===== src/rtl/swfc_pkg.sv =====
package swfc_pkg;

  localparam int BLK_CNT_W = 6;
  localparam int BLK_CNT_MAX = (1 << BLK_CNT_W) - 1;

  typedef enum logic [2:0] {
    ST_SLEEP,
    ST_READY,
    ST_IDLE,
    ST_RECV,
    ST_EXEC,
    ST_PAUSE
  } stateT;

  localparam logic [7:0] FLAG_CMD   = 8'h77;
  localparam logic [7:0] FLAG_TX    = 8'h88;
  localparam logic [7:0] FLAG_IDLE  = 8'hBB;
  localparam logic [7:0] FLAG_SLEEP = 8'hCC;

  localparam logic [7:0] OP_PAUSE  = 8'h01;
  localparam logic [7:0] OP_READ   = 8'h02;
  localparam logic [7:0] OP_DIGEST = 8'h03;
  localparam logic [7:0] OP_BURN   = 8'h04;

  localparam logic [7:0] STAT_OK    = 8'h00;
  localparam logic [7:0] STAT_PARSE = 8'h03;
  localparam logic [7:0] STAT_EXEC  = 8'h0F;
  localparam logic [7:0] STAT_WAKE  = 8'h11;

  typedef struct packed {
    logic runTimeout;
    logic clrWdog;
    logic acceptByte;
    logic startBlk;
    logic setWake;
    logic setParse;
    logic setExec;
  } strobeT;

  function automatic logic lenFits(input logic [7:0] op, input logic [BLK_CNT_W-1:0] n);
    case (op)
      OP_PAUSE:  lenFits = (n == BLK_CNT_W'(1)) || (n == BLK_CNT_W'(2));
      OP_READ:   lenFits = (n == BLK_CNT_W'(4));
      OP_DIGEST: lenFits = (n == BLK_CNT_W'(36));
      OP_BURN:   lenFits = (n == BLK_CNT_W'(4));
      default:   lenFits = 1'b0;
    endcase
  endfunction

endpackage


===== src/rtl/swfc_ctrl.sv =====
module swfc_ctrl
  import swfc_pkg::*;
(
  input  logic         clk,
  input  logic         rstN,
  input  logic         wakeIn,
  input  logic         flagValid,
  input  logic [7:0]   flagByte,
  input  logic         blkEnd,
  input  logic         execDone,
  input  logic         toHit,
  input  logic         wdHit,
  input  logic         lenOk,
  input  logic         isPause,
  input  logic         addrMatch,
  output strobeT       stb,
  output logic         awake,
  output logic         idleMode,
  output logic         paused,
  output logic         execStart,
  output logic         txStart
);

  stateT state, nextState;
  logic  execGo, txGo;

  always_comb begin
    nextState = state;
    stb = '0;
    execGo = 1'b0;
    txGo = 1'b0;
    stb.runTimeout = (state == ST_READY) || (state == ST_RECV);
    stb.clrWdog = (state == ST_SLEEP);
    stb.acceptByte = (state == ST_RECV);
    if (wdHit) begin
      nextState = ST_SLEEP;
    end else begin
      case (state)
        ST_SLEEP: begin
          if (wakeIn) begin
            nextState = ST_READY;
            stb.setWake = 1'b1;
          end
        end
        ST_IDLE: begin
          if (wakeIn) nextState = ST_READY;
        end
        ST_READY: begin
          if (toHit) begin
            nextState = ST_SLEEP;
          end else if (flagValid) begin
            case (flagByte)
              FLAG_CMD: begin
                nextState = ST_RECV;
                stb.startBlk = 1'b1;
              end
              FLAG_TX:    txGo = 1'b1;
              FLAG_IDLE:  nextState = ST_IDLE;
              FLAG_SLEEP: nextState = ST_SLEEP;
              default:    nextState = ST_READY;
            endcase
          end
        end
        ST_RECV: begin
          if (toHit) begin
            nextState = ST_SLEEP;
          end else if (blkEnd) begin
            if (!lenOk) begin
              nextState = ST_READY;
              stb.setParse = 1'b1;
            end else if (isPause) begin
              nextState = addrMatch ? ST_PAUSE : ST_READY;
            end else begin
              nextState = ST_EXEC;
              execGo = 1'b1;
            end
          end
        end
        ST_EXEC: begin
          if (execDone) begin
            nextState = ST_READY;
            stb.setExec = 1'b1;
          end
        end
        default: nextState = state;
      endcase
    end
  end

  always_ff @(posedge clk) begin
    if (!rstN) begin
      state <= ST_SLEEP;
      execStart <= 1'b0;
      txStart <= 1'b0;
    end else begin
      state <= nextState;
      execStart <= execGo;
      txStart <= txGo;
    end
  end

  assign awake = (state != ST_SLEEP);
  assign idleMode = (state == ST_IDLE);
  assign paused = (state == ST_PAUSE);

endmodule


===== src/rtl/swfc_dpath.sv =====
module swfc_dpath
  import swfc_pkg::*;
#(
  parameter int TIMEOUT_CYC = 40,
  parameter int WATCHDOG_CYC = 2000
) (
  input  logic         clk,
  input  logic         rstN,
  input  strobeT       stb,
  input  logic         tokenEdge,
  input  logic         blkByteValid,
  input  logic [7:0]   blkByte,
  input  logic         execFail,
  input  logic [3:0]   fuseAddr,
  output logic         toHit,
  output logic         wdHit,
  output logic         lenOk,
  output logic         isPause,
  output logic         addrMatch,
  output logic [7:0]   execOp,
  output logic [7:0]   statusCode,
  output logic         resultValid
);

  localparam int TO_W = $clog2(TIMEOUT_CYC + 1);
  localparam int WD_W = $clog2(WATCHDOG_CYC + 1);

  logic [TO_W-1:0]      toCnt;
  logic [WD_W-1:0]      wdCnt;
  logic [BLK_CNT_W-1:0] blkCnt;
  logic [7:0]           opReg;
  logic [3:0]           argNib;

  always_ff @(posedge clk) begin
    if (!rstN || !stb.runTimeout || tokenEdge) toCnt <= '0;
    else toCnt <= toCnt + 1'b1;
  end

  assign toHit = stb.runTimeout && !tokenEdge && (toCnt == TO_W'(TIMEOUT_CYC - 1));

  always_ff @(posedge clk) begin
    if (!rstN || stb.clrWdog) wdCnt <= '0;
    else wdCnt <= wdCnt + 1'b1;
  end

  assign wdHit = !stb.clrWdog && (wdCnt == WD_W'(WATCHDOG_CYC - 1));

  always_ff @(posedge clk) begin
    if (!rstN) begin
      blkCnt <= '0;
      opReg <= '0;
      argNib <= '0;
    end else if (stb.startBlk) begin
      blkCnt <= '0;
    end else if (stb.acceptByte && blkByteValid) begin
      if (blkCnt == '0) opReg <= blkByte;
      if (blkCnt == BLK_CNT_W'(1)) argNib <= blkByte[3:0];
      if (blkCnt != BLK_CNT_W'(BLK_CNT_MAX)) blkCnt <= blkCnt + 1'b1;
    end
  end

  assign lenOk = lenFits(opReg, blkCnt);
  assign isPause = (opReg == OP_PAUSE);
  assign addrMatch = (blkCnt == BLK_CNT_W'(1)) || (argNib == fuseAddr);
  assign execOp = opReg;

  always_ff @(posedge clk) begin
    if (!rstN) begin
      statusCode <= STAT_OK;
      resultValid <= 1'b0;
    end else if (stb.setWake) begin
      statusCode <= STAT_WAKE;
      resultValid <= 1'b0;
    end else if (stb.startBlk) begin
      statusCode <= STAT_OK;
      resultValid <= 1'b0;
    end else if (stb.setParse) begin
      statusCode <= STAT_PARSE;
    end else if (stb.setExec) begin
      statusCode <= execFail ? STAT_EXEC : STAT_OK;
      resultValid <= !execFail;
    end
  end

endmodule


===== src/rtl/swfc_top.sv =====
module swfc_top
  import swfc_pkg::*;
#(
  parameter int TIMEOUT_CYC = 40,
  parameter int WATCHDOG_CYC = 2000
) (
  input  logic       clk,
  input  logic       rstN,
  input  logic       wakeIn,
  input  logic       tokenEdge,
  input  logic       flagValid,
  input  logic [7:0] flagByte,
  input  logic       blkByteValid,
  input  logic [7:0] blkByte,
  input  logic       blkEnd,
  input  logic       execDone,
  input  logic       execFail,
  input  logic [3:0] fuseAddr,
  output logic       awake,
  output logic       idleMode,
  output logic       paused,
  output logic       execStart,
  output logic [7:0] execOp,
  output logic       txStart,
  output logic       txResult,
  output logic [7:0] statusCode
);

  strobeT stb;
  logic   toHit, wdHit, lenOk, isPause, addrMatch;

  swfc_ctrl u_ctrl (
    .clk(clk), .rstN(rstN), .wakeIn(wakeIn), .flagValid(flagValid),
    .flagByte(flagByte), .blkEnd(blkEnd), .execDone(execDone),
    .toHit(toHit), .wdHit(wdHit), .lenOk(lenOk), .isPause(isPause),
    .addrMatch(addrMatch), .stb(stb), .awake(awake), .idleMode(idleMode),
    .paused(paused), .execStart(execStart), .txStart(txStart)
  );

  swfc_dpath #(.TIMEOUT_CYC(TIMEOUT_CYC), .WATCHDOG_CYC(WATCHDOG_CYC)) u_dpath (
    .clk(clk), .rstN(rstN), .stb(stb), .tokenEdge(tokenEdge),
    .blkByteValid(blkByteValid), .blkByte(blkByte), .execFail(execFail),
    .fuseAddr(fuseAddr), .toHit(toHit), .wdHit(wdHit), .lenOk(lenOk),
    .isPause(isPause), .addrMatch(addrMatch), .execOp(execOp),
    .statusCode(statusCode), .resultValid(txResult)
  );

endmodule


===== config.mk =====
export PLATFORM = sky130hd
export DESIGN_NAME = swfc_top
export DESIGN_NICKNAME = d
export VERILOG_FILES = /design/src/rtl/swfc_pkg.sv /design/src/rtl/swfc_ctrl.sv /design/src/rtl/swfc_dpath.sv /design/src/rtl/swfc_top.sv
export SDC_FILE = /design/constraint.sdc
export NUM_CORES = 1
export LEC_CHECK = 0
export ABC_CLOCK_PERIOD_IN_PS = 2100
export BUFFER_PORTS_ARGS = -buffer_cell sky130_fd_sc_hd__buf_2
export CAP_MARGIN = 25
export CORE_MARGIN = 1
export CORE_UTILIZATION = 45
export CTS_BUF_LIST = sky130_fd_sc_hd__clkbuf_8
export CTS_CLUSTER_SIZE = 40
export DETAILED_ROUTE_END_ITERATION = 8
export PLACE_DENSITY = 0.71
export RECOVER_POWER = 25
export SLEW_MARGIN = 40
export SYNTH_ARGS = -nofsm -noshare
export SYNTH_HDL_FRONTEND = slang
export SYNTH_SLANG_ARGS = --single-unit

===== constraint.sdc =====
create_clock -name clk -period 2.1 [get_ports clk]
set_input_delay 0.105 -clock clk [delete_from_list [all_inputs] [get_ports clk]]
set_output_delay 0.105 -clock clk [all_outputs]
set_load 0.005 [all_outputs]

==> results.toml, run 1 <==
[outcome]
run_status = "finished, final reports clean"

[timing]
fmax_mhz = 503
final_setup_vio_count = 0
timing.clock.skew_ps = 2.86
final_cycle_utilization_of_the_critical_path_pct = 94.6
report.final.slew_viol_count = 0
timing.final.ws_setup_ps = 114
setup_total_negative_slack_ps = 0
finalHoldViolCount = 0
max_slew.worst_pin.slew_ps = 502
grt_setup_unrepaired = "no"
minimum_clock_period_ps = 1990
max_slew_margin_pct = 66.2

[worst_setup_path]
startpoint_to_endpoint_class_of_the_critical_path = "reg2reg"
critical_path_required_ps = 2340
endpoint_kind = "flop"
cpPeakStageDelay_ps = 690
timing.reg2reg.setup_slack_ps = 110
worstRegToRegCells = 5
regToRegEndpoint = "u_dpath.statusCode[2]$_SDFFE_PP0P_"
timing.critical_path.fanout_max = 5
cp_data_arrival_time_ps = 2230
critical-path-slowest-cell = "sky130_fd_sc_hd__or4b_2"
startpoint_of_the_worst_slack_reg_to_reg_timing_path = "u_dpath.execOp[1]$_SDFFE_PN0P_"
worst_setup_path_start_kind = "flop"
cp_top_family = "simple AND/OR/NAND/NOR gates"
path_buf_inv = 0
ordered_list_of_cells_on_the_worst_path = "or4b_2 -> or4_1 -> o31ai_1 -> or3_4 -> and4bb_1"

[power]
switching_share_pct = 22.7
cellPowerDensity_nw_per_um2 = 584
netSwitchingPower_mw = 0.344
power.share.sequential_pct = 57.5
power.share.combinational_pct = 7.2
clkPwrFrac_pct = 35.3
ir_drop_mv = 0.323
cellInternalPower_mw = 1.17
p_leak_nw = 1.04

[routing]
detail_route.drc_violations = 0
drt_pass1_iterations = 4
route.vias.total = 1956
final_antenna_net_count = 0
routed_wire_length_per_instance_um = 12.6
route.detailed.vias_per_inst = 5.32
detail_route.iter0.violations = 99
postRouteWirelength_um = 4620

[synth]
avgSynthCellArea_um2 = 8.41
synth_edf_count = 0
synth_cell_type_count = 48
synth.yosys.warnings = 0
post_synthesis_register_bit_count = 45
fraction_of_registers_with_async_set_or_reset_after_synthesis_pct = 0
netlist_area_um2 = 2190
synth_sequential_area_ratio_pct = 41.2
postSynthCellCount = 260
synth_top_flop_cell = "sky130_fd_sc_hd__dfxtp_1"

[final_layout]
diodes = 0
net_count_of_the_finished_layout = 351
num-fill-cells = 445
post_route_cells_drive_above_1_share_pct = 18.4
area_used_by_multi_input_combinational_logic_um2 = 1210
flow.area_growth_from_synthesis_pct = 18.6
ff_latch_area_um2 = 901

[placement]
detailed_place_hpwl_um = 3460
gp_congestion = 0.762
dpl_worst_slack_ps = 96.3
port_buffers = 47

[global_route]
grt_antenna_before_repair = 0
number_of_global_route_vias_before_repair = 1794
gr-total-overflow = 0
grt_pass1_wl_um = 8030
maximum_number_of_pins_on_one_net_before_global_route_repair = 15
grt_util_all_layers_pct = 19.6

[floorplanning]
coreArea_um2 = 4500
fp.dieH_um = 71.7
fp-row-count = 24
num_io_pins = 51
die_w_um = 71.7
die-area_um2 = 5140
initial_core_util_pct = 48.5

[clock_tree]
clkSlewWorstSetupHoldPaths_ps = 80
number_of_resized_instances_in_the_post_cts_repair_step = 0
cts_num_sinks = 45
max-clock-path-buffers = 2
cts_tree = "yes"
worstSkewPairLatency_ps = 300
tritoncts.num_buffers = 5
clk_root_buffer_cell = "sky130_fd_sc_hd__clkbuf_8"
postCtsSetupRepairBufs = 0
cts.hold.buffers_added = 0
htree_levels = 2

[hold_path]
worst_hold_check_path_type = "in2reg"
min_delay_path_depth = 3
holdCritStartpoint = "blkByte[5]"
min_to = "u_dpath.execOp[5]$_SDFFE_PN0P_"

[flow_run]
maxCapViolations = 0
==> cell usage after synthesis, types with 2 or more instances <==
cell	number	area share, %
sky130_fd_sc_hd__nand2_1	31	5.3
sky130_fd_sc_hd__mux2i_1	2	0.92
sky130_fd_sc_hd__or4b_2	2	0.92
sky130_fd_sc_hd__nor2b_1	3	0.86
sky130_fd_sc_hd__a21oi_1	17	3.9
sky130_fd_sc_hd__a31oi_1	2	0.57
sky130_fd_sc_hd__nor2_1	34	5.8
sky130_fd_sc_hd__clkbuf_1	5	0.86
sky130_fd_sc_hd__and3_1	6	1.7
sky130_fd_sc_hd__nor3_1	4	0.92
sky130_fd_sc_hd__nor3b_1	2	0.69
sky130_fd_sc_hd__or4_1	5	1.7
sky130_fd_sc_hd__dfxtp_1	45	41
sky130_fd_sc_hd__nor4bb_1	2	0.92
sky130_fd_sc_hd__xnor2_1	13	5.2
sky130_fd_sc_hd__nor4_1	2	0.57
sky130_fd_sc_hd__ha_1	6	3.4
sky130_fd_sc_hd__inv_1	8	1.4
sky130_fd_sc_hd__nand4b_1	2	0.80
sky130_fd_sc_hd__nand2b_1	2	0.57
sky130_fd_sc_hd__nand3_1	22	5.0
sky130_fd_sc_hd__a311oi_1	2	0.80
sky130_fd_sc_hd__xor2_1	10	4.0
sky130_fd_sc_hd__nand4_1	4	1.1
sky130_fd_sc_hd__o21ai_0	2	0.46
sky130_fd_sc_hd__o21a_1	2	0.69
sky130_fd_sc_hd__buf_4	4	1.4
==> worst max path at each step <==
stage / startpoint / to / slack (ps) / cells after the start
finish: u_dpath.execOp[1]$_SDFFE_PN0P_ / u_dpath.statusCode[2]$_SDFFE_PP0P_ / 110 / 5
global route: u_dpath.wdCnt[0]$_SDFF_PP0_ / u_dpath.statusCode[2]$_SDFFE_PP0P_ / 6 / 6
CTS: u_dpath.execOp[1]$_SDFFE_PN0P_ / u_dpath.statusCode[2]$_SDFFE_PP0P_ / 80 / 5
detailed placement: u_dpath.execOp[1]$_SDFFE_PN0P_ / u_dpath.statusCode[2]$_SDFFE_PP0P_ / 100 / 5
global placement: u_dpath.execOp[1]$_SDFFE_PN0P_ / u_dpath.statusCode[2]$_SDFFE_PP0P_ / 150 / 5
floorplan: u_dpath.wdCnt[5]$_SDFF_PP0_ / u_dpath.statusCode[2]$_SDFFE_PP0P_ / 170 / 6
==> area by class of cell <==
| class | count | area share (%) |
|---|---|---|
| sequential | 45 | 34.7 |
| tap | 52 | 2.51 |
| clock buffer | 6 | 3.19 |
| timing repair buffer | 57 | 11.5 |
| inverter | 8 | 1.16 |
| multi-input combinational | 199 | 46.7 |
| clock inverter | 1 | 0.145 |
==> worst reg2reg max path, delay by kind of cell (launching register included) <==
kind | cells | cell delay (ps)
DFF | 1 | 350
AOI/OAI and AO/OA | 1 | 100
and+or+nand+nor | 4 | 1480
==> metrics by stage <==
step	power, mW	instance area [um^2]	instances	util (%)	hold WS [ps]
global route	1.58	2590	368	57.6	59.8
global placement	0.998	2510	361	55.7	364
detailed placement	0.998	2510	361	55.7	364
CTS	1.54	2590	368	57.6	35.4
finish	1.51	2590	368	57.6	51.8
floorplan	0.944	2190	262	-	245
==> cells in the final DEF (no fill, tap or decap), types with 9 or more instances in the layout <==
cell type,synthesis,routed
sky130_fd_sc_hd__nand3_1,22,22
sky130_fd_sc_hd__clkbuf_1,5,9
sky130_fd_sc_hd__xnor2_1,13,13
sky130_fd_sc_hd__a21oi_1,17,17
sky130_fd_sc_hd__nor2_1,34,34
sky130_fd_sc_hd__buf_2,0,38
sky130_fd_sc_hd__nand2_1,31,31
sky130_fd_sc_hd__dfxtp_1,45,45
sky130_fd_sc_hd__buf_4,4,10
sky130_fd_sc_hd__xor2_1,10,10
sky130_fd_sc_hd__inv_1,8,9
==> power by group through the flow <==
stage	Sequential (mW)	Combinational (mW)	Clock (mW)
floorplan	0.888	0.0561	0
global placement	0.889	0.109	0
detailed placement	0.890	0.109	0
CTS	0.869	0.110	0.564
global route	0.871	0.123	0.590
finish	0.870	0.109	0.535
==> state kept, by name, summed over array words and instances (netlist names) <==
signal               cells
u_dpath.execOp           8
u_ctrl.state             3
u_dpath.resultValid      1
u_ctrl.execStart         1
u_dpath.toCnt            6
u_dpath.wdCnt           11
u_ctrl.txStart           1
u_dpath.blkCnt           6
u_dpath.argNib           4
u_dpath.statusCode       4
==> routing by layer <==
metal  GRT usage (%)  wire length [um]  up-vias
met5               0                 0        -
met4            7.84                74        0
met3            5.34               279        7
met2            28.9              1880       58
met1            27.3              2390      879
li1                -                 -     1012
==> kinds of logic after synthesis <==
logic type,Yosys count,synth area share [%]
flops,45,41.2
xor+xnor,23,9.22
other cells,1,0.172
buf+inv,18,4.12
compound gates,35,10.3
simple gates,130,30.6
mux,2,0.916
fa+ha+maj,6,3.43
Power figures use the tool's default switching activity.
==> inputs of run 2 (changes only) <==
--- a/config.mk
+++ b/config.mk
@@ -13,9 +13,9 @@
 export CTS_BUF_LIST = sky130_fd_sc_hd__clkbuf_8
 export CTS_CLUSTER_SIZE = 40
 export DETAILED_ROUTE_END_ITERATION = 8
-export PLACE_DENSITY = 0.71
+export PLACE_DENSITY = 0.7
 export RECOVER_POWER = 25
-export SLEW_MARGIN = 40
+export SLEW_MARGIN = 20
 export SYNTH_ARGS = -nofsm -noshare
 export SYNTH_HDL_FRONTEND = slang
 export SYNTH_SLANG_ARGS = --single-unit
==> run 2 against run 1 <==
Effect of this change: sequential cell count unchanged; clock-buffer cell count decreased by 1; routed wire length shrank 2.1%; non-clock buffer count down 2; first-iteration DRC count increased by 3.0%; critical endpoint unchanged; largest cell class unchanged.
==> results.toml, run 2 (synthesis results as in run 1) <==
[outcome]
run_status = "finished, final reports clean"

[clock_tree]
clk_root_buffer_cell = "sky130_fd_sc_hd__clkbuf_8"
max-clock-path-buffers = 2
htree_levels = 2
tritoncts.num_buffers = 5
cts_tree = "yes"
cts.hold.buffers_added = 0
cts_num_sinks = 45
clkSlewWorstSetupHoldPaths_ps = 80
worstSkewPairLatency_ps = 300

[timing]
minimum_clock_period_ps = 2010
final_cycle_utilization_of_the_critical_path_pct = 95.7
timing.clock.skew_ps = 11.7
finalHoldViolCount = 0
fmax_mhz = 498
final_setup_vio_count = 0
max_slew.worst_pin.slew_ps = 515
max_slew_margin_pct = 65.4
setup_total_negative_slack_ps = 0
grt_setup_unrepaired = "no"
report.final.slew_viol_count = 0

[routing]
final_antenna_net_count = 0
route.vias.total = 1956
detail_route.drc_violations = 0
routed_wire_length_per_instance_um = 12.4
route.detailed.vias_per_inst = 5.34
detail_route.iter0.violations = 102
drt_pass1_iterations = 4
postRouteWirelength_um = 4520

[power]
p_total_mw = 1.60
cellPowerDensity_nw_per_um2 = 616
p_leak_nw = 1.05
ir_drop_mv = 0.357

[global_route]
grt_pass1_wl_um = 7590
gr-total-overflow = 0
grt_antenna_before_repair = 0
maximum_number_of_pins_on_one_net_before_global_route_repair = 15
number_of_global_route_vias_before_repair = 1712
grt_util_all_layers_pct = 18.9

[hold_path]
worst_hold_check_path_type = "in2reg"
holdCritStartpoint = "blkByte[5]"
min_delay_path_depth = 3
min_to = "u_dpath.execOp[5]$_SDFFE_PN0P_"

[worst_setup_path]
worstRegToRegCells = 5
path_buf_inv = 0
startpoint_to_endpoint_class_of_the_critical_path = "reg2reg"
startpoint_of_the_worst_slack_reg_to_reg_timing_path = "u_dpath.blkCnt[2]$_SDFFE_PP0P_"
cp_top_family = "simple AND/OR/NAND/NOR gates"
cp_data_arrival_time_ps = 2250
cpPeakStageDelay_ps = 560
timing.critical_path.mode_cell = "sky130_fd_sc_hd__or4_1"
timing.reg2reg.setup_slack_ps = 90
worst_setup_path_start_kind = "flop"
critical-path-slowest-cell = "sky130_fd_sc_hd__or4_1"
critical_path_required_ps = 2340
ordered_list_of_cells_on_the_worst_path = "or4_1 -> or4_1 -> o31ai_1 -> or3_1 -> and4bb_1"
timing.critical_path.fanout_max = 5
regToRegEndpoint = "u_dpath.statusCode[2]$_SDFFE_PP0P_"
endpoint_kind = "flop"

[final_layout]
largest_register_ffs = 11
net_count_of_the_finished_layout = 349
post_route_cells_drive_above_1_share_pct = 19.1
top_register = "u_dpath.wdCnt"
flow.area_growth_from_synthesis_pct = 18.8
layout_commonest_cell = "sky130_fd_sc_hd__dfxtp_1"
diodes = 0
mostFrequentLayoutCells = "sky130_fd_sc_hd__dfxtp_1 (45), sky130_fd_sc_hd__buf_2 (41), sky130_fd_sc_hd__nor2_1 (34)"
finalInstanceArea_um2 = 2600

[flow_run]
maxCapViolations = 0

[floorplanning]
num_io_pins = 51
fp.dieH_um = 71.7
die_w_um = 71.7
fp-row-count = 24
die-area_um2 = 5140
coreArea_um2 = 4500
initial_core_util_pct = 48.5

[placement]
gp_congestion = 0.820
port_buffers = 47
dpl_cell_area_um2 = 2490
detailed_place_hpwl_um = 3430
==> run 2: changes by cell type in the layout (fill, tap and decap cells not counted), sizes merged <==
cell | previous run | this run
clkbuf | 15 | 11
inv | 9 | 8
clkinv | 0 | 1
bufinv | 0 | 1
buf | 48 | 49
==> run 2: layout make-up <==
type | count | area (um^2)
Fill cell | 437 | 1910
Multi-Input combinational cell | 199 | 1210
Sequential cell | 45 | 901
Timing Repair Buffer | 55 | 288
Clock buffer | 5 | 68.8
Tap cell | 52 | 65.1
Clock inverter | 2 | 35.0
Inverter | 8 | 30.0
==> run 2: worst max path at each step <==
stage                              startpoint                            endpoint  slack, ps  cells after the start
2_1_floorplan     u_dpath.wdCnt[5]$_SDFF_PP0_  u_dpath.statusCode[2]$_SDFFE_PP0P_        170                      6
3_3_place_gp      u_dpath.wdCnt[5]$_SDFF_PP0_  u_dpath.statusCode[2]$_SDFFE_PP0P_        140                      5
3_5_place_dp      u_dpath.toCnt[3]$_SDFF_PP0_        u_ctrl.state[1]$_SDFFE_PP0P_        100                      5
4_1_cts        u_dpath.blkCnt[2]$_SDFFE_PP0P_  u_dpath.statusCode[2]$_SDFFE_PP0P_         80                      5
5_1_grt        u_dpath.execOp[0]$_SDFFE_PN0P_  u_dpath.statusCode[2]$_SDFFE_PP0P_          9                      5
6_report       u_dpath.blkCnt[2]$_SDFFE_PP0P_  u_dpath.statusCode[2]$_SDFFE_PP0P_         90                      5
==> run 2: metrics by stage <==
step | hold WS, ps | util (%) | instances | worst slack (ps)
floorplan | 245 | - | 262 | 171
global placement | 366 | 55.4 | 359 | 143
detailed placement | 369 | 55.4 | 359 | 98.3
CTS | 41.3 | 57.7 | 366 | 82.3
global route | 47.3 | 57.6 | 366 | 9.28
finish | 51.9 | 57.6 | 366 | 90.7
==> run 2: report_power, final <==
group | leakage, nW | total (mW) | internal (mW) | switching (mW)
Clock | 0.0540 | 0.625 | 0.346 | 0.279
Combinational | 0.630 | 0.105 | 0.0485 | 0.0569
Sequential | 0.364 | 0.869 | 0.861 | 0.00799
==> run 2: metal layers <==
metal	track usage, %	share of wire [%]
met1	26.6	51
met2	27.4	41
met3	4.50	6.2
met4	8.71	1.4
met5	0	0
==> run 2: tightest hold or removal path, cell delays in order <==
cell	delay [ps]
sky130_fd_sc_hd__buf_2	100
sky130_fd_sc_hd__nand3_1	50
sky130_fd_sc_hd__a21oi_1	50
==> run 2: timing repair <==
| item | 4_1_cts | 5_1_grt |
|---|---|---|
| gates resized for setup | 0 | 1 |
| buffers inserted | 0 | 0 |
| endpoints found under the setup margin | 0 | 1 |
